<file path="src/rtl/toggle_timer.sv">
module toggle_timer #(
  parameter int W = 16
) (
  input  logic         clk,
  input  logic         rst_n,
  input  logic         tick,
  input  logic         start,
  input  logic         run,
  input  logic         irq_every2,
  input  logic         out_init,
  input  logic         out_inv,
  input  logic [W-1:0] cmp_val,
  output logic [W-1:0] count,
  output logic         irq,
  output logic         tout
);

  logic         start_q;
  logic         half;
  logic         tog;
  logic [W-1:0] cnt;

  wire go  = start & ~start_q;
  wire adv = start & start_q & run & tick;
  wire tmo = adv & (cnt == cmp_val);

  always_ff @(posedge clk or negedge rst_n) begin
    if (!rst_n) begin
      start_q <= 1'b0;
      cnt     <= '0;
      half    <= 1'b0;
      tog     <= 1'b0;
      irq     <= 1'b0;
    end else begin
      start_q <= start;
      irq     <= tmo & (~irq_every2 | half);
      if (go) begin
        cnt  <= '0;
        half <= 1'b0;
      end else begin
        if (adv) cnt <= tmo ? '0 : cnt + 1'b1;
        if (tmo) half <= ~half;
      end
      if (!start)   tog <= out_init;
      else if (tmo) tog <= ~tog;
    end
  end

  assign count = cnt;
  assign tout  = tog ^ out_inv;

endmodule

</file>
<file path="config.mk">
export PLATFORM = sky130hd
export DESIGN_NAME = toggle_timer
export DESIGN_NICKNAME = d
export VERILOG_FILES = /design/src/rtl/toggle_timer.sv
export SDC_FILE = /design/constraint.sdc
export NUM_CORES = 1
export LEC_CHECK = 0
export ABC_AREA = 1
export BUFFER_PORTS_ARGS = -buffer_cell sky130_fd_sc_hd__buf_2
export CELL_PAD_IN_SITES_DETAIL_PLACEMENT = 1
export CELL_PAD_IN_SITES_GLOBAL_PLACEMENT = 2
export CORE_MARGIN = 4
export CORE_UTILIZATION = 26
export DETAILED_ROUTE_END_ITERATION = 8
export HOLD_SLACK_MARGIN = 0.06
export PLACE_DENSITY_LB_ADDON = 0.15
export SYNTH_ARGS = -nofsm -noshare
export SYNTH_HDL_FRONTEND = slang
export SYNTH_SLANG_ARGS = --single-unit
</file>
<file path="constraint.sdc">
create_clock -name clk -period 1.9 [get_ports clk]
set_input_delay 0.285 -clock clk [delete_from_list [all_inputs] [get_ports clk]]
set_output_delay 0.285 -clock clk [all_outputs]
set_load 0.02 [all_outputs]
</file>
==> impl_metrics.yaml <==
run_status:
  status: "finished, final reports clean"
placement:
  port_buffers: 41
  dp_slack_ns: 0.226
  dpl_cell_area_um2: 1830
  routabilityCongestion: 0.791
  place_inst: 363
  dp_hpwl_mm: 4.10
floorplan:
  die_y_um: 84.8
  core-area_um2: 5610
  die-area_um2: 7200
  initial_core_util: 0.274
  io_pins: 42
  die_x_um: 84.8
  rows: 27
setup_path:
  cp_max_fo: 9
  worstSetupStartpoint: "count[0]"
  worst-setup-path-type: "flip-flop to flip-flop"
  critPathArrivalTime_ns: 1.84
  start_kind: "flip-flop"
  crit_path_end: "count[12]"
  rr_startpoint: "count[0]"
  rr_worst_depth: 8
  r2r_slack_ns: 0.21
  worstPathRequired_ns: 2.05
  rr_endpoint: "count[12]"
  worstSetupEndpointType: "flip-flop"
yosys:
  ys_warn_count: 0
  yosysSeqAreaShare: 0.326
  synthesis.area_um2: 1540
  synth-seq-cells: 20
  syn_avg_cell_area_um2: 6.14
  synth.distinct_cells: 19
  syn_inst: 250
  synth_fp_nets: 275
cells_and_area:
  layout_common_cells: "98 x nand2_1, 41 x inv_1, 41 x buf_2, 40 x nor2_1, 20 x dfrtp_1"
  final_util: 0.337
  antenna_cells: 0
  syn_to_final_growth_pct: 23.1
  final_area_um2: 1890
  finalNonFillerCells: 368
  drive_above_1_share: 0.196
  final_common_cell: "nand2_1"
  nets: 322
clock_network:
  root_buffer: "clkbuf_8"
  htree_num_levels: 1
  cts_resized: 0
  cts_max_path_buffers: 2
  cts_tree: "built"
  holdBufCountCts: 1
  tritoncts.num_buffers: 3
  cts_sinks: 20
  clk_pin_slew_ns: 0.08
  insertion_delay_ns: 0.26
  post_cts_buffers: 0
timing:
  slew_headroom: 0.671
  setup_violations: 0
  timing.final.crit_period_ns: 1.69
  clock-skew-final_ns: 0.00908
  setup-tns-final_ns: 0
  drv_slew: 0
  setup_slack_ns: 0.207
  hold_viol_final: 0
  worstMarginPinSlew_ns: 0.493
  rsz0062_at_grt: "no"
  fin_crit_sh: 0.891
  max_freq_mhz: 591
drt:
  drt-vias-per-instance: 4.39
  drtIter0Drc: 80
  post_drt_wl_per_cell_um: 13.6
  ant_nets: 0
  via_count: 1614
  route.detailed.drc: 0
  drt_first_pass_iters: 4
  wl_mm: 5.02
power:
  leakage_nw: 1.07
  pwr-share-comb: 0.159
  switching_share: 0.278
  power_frac_clock: 0.360
  p_int_mw: 0.674
  seq_power_share: 0.481
  power_density_nw_per_um2: 493
  peakVddDrop_uv: 281
  p_sw_mw: 0.259
global_route:
  track_usage: 0.144
  grt_max_degree: 21
  antenna_found_initial: 0
  grt_pass1_vias: 1650
  gr-total-overflow: 0
  grt_pass1_wl_mm: 8.34
run:
  drv_cap: 0
min_path:
  hp-class: "input port to flip-flop"
## cell families (layout without fill, tap and decap cells)
| family | Yosys count | after routing | synth area share |
|---|---|---|---|
| AOI/OAI and AO/OA | 5 | 5 | 0.0163 |
| DFF | 20 | 20 | 0.326 |
| xor gates and xnor gates | 8 | 8 | 0.0456 |
| buffers and inverters | 45 | 91 | 0.118 |
| and+or+nand+nor | 171 | 171 | 0.486 |
| adders and majority gates | 1 | 1 | 0.00815 |
## flip-flops by register name, summed over array words and instances, names as in the netlist
| signal | flops |
|---|---|
| irq | 1 |
| half | 1 |
| count | 16 |
| start_q | 1 |
| tog | 1 |
## critical path: stages (launching register included)
cell,delay [ns]
dfrtp_1,0.51
ha_1,0.24
nand3_1,0.12
nor2_2,0.18
nand2_1,0.09
nor2_1,0.13
nand3_1,0.10
xor2_1,0.14
nor2_1,0.05
## power groups by stage
stage	registers (mW)	logic (mW)	clock network, mW
after floorplan	0.457	0.0826	0
after global placement	0.457	0.149	0
after detailed placement	0.458	0.150	0
after CTS	0.449	0.152	0.350
after global routing	0.452	0.170	0.371
final	0.449	0.148	0.336
## cell usage after synthesis
cell type | instances | area share
inv_1 | 41 | 0.10
dfrtp_1 | 20 | 0.33
inv_2 | 2 | 0.0049
buf_8 | 1 | 0.0098
buf_2 | 1 | 0.0033
nand3_1 | 12 | 0.039
nor2_4 | 4 | 0.029
xor2_1 | 8 | 0.046
nor2_1 | 40 | 0.098
nand3_2 | 1 | 0.0065
o21ai_0 | 4 | 0.013
nand3_4 | 1 | 0.011
ha_1 | 1 | 0.0081
nand2_4 | 1 | 0.0073
nand4_1 | 9 | 0.037
o21ai_1 | 1 | 0.0033
nor3_1 | 3 | 0.0098
nand2_1 | 98 | 0.24
nor2_2 | 2 | 0.0081
## routing by layer
layer	vias to the layer above	share of wire	global-route usage
met4	0	0.0080	0.0302
met1	736	0.49	0.212
met5	-	0	0
met2	33	0.46	0.231
met3	4	0.045	0.0117
li1	841	-	-
## final cells by class
cell class              count  area [um^2]
clock buffers               4         55.1
fillers                   766         3720
inverters                  43          161
multi-input cells         185          853
flip-flops and latches     20          500
well taps                  72         90.1
repair buffers             44          230
## through the flow
| stage | hold slack, ns | total power [mW] |
|---|---|---|
| after floorplan | -0.0106 | 0.539 |
| after global placement | 0.286 | 0.606 |
| after detailed placement | 0.287 | 0.608 |
| after CTS | 0.182 | 0.952 |
| after global routing | 0.187 | 0.994 |
| final | 0.190 | 0.933 |
## worst min-delay path by stage
stage                      from  endpoint  slack (ns)  cells after the start
after floorplan           rst_n  count[0]       -0.01                      0
after global placement    rst_n  count[1]        0.29                      1
after detailed placement  rst_n  count[1]        0.29                      1
after CTS                 start   start_q        0.18                      1
after global routing      start   start_q        0.19                      1
final                     start   start_q        0.19                      1
Power figures use the tool's default switching activity.
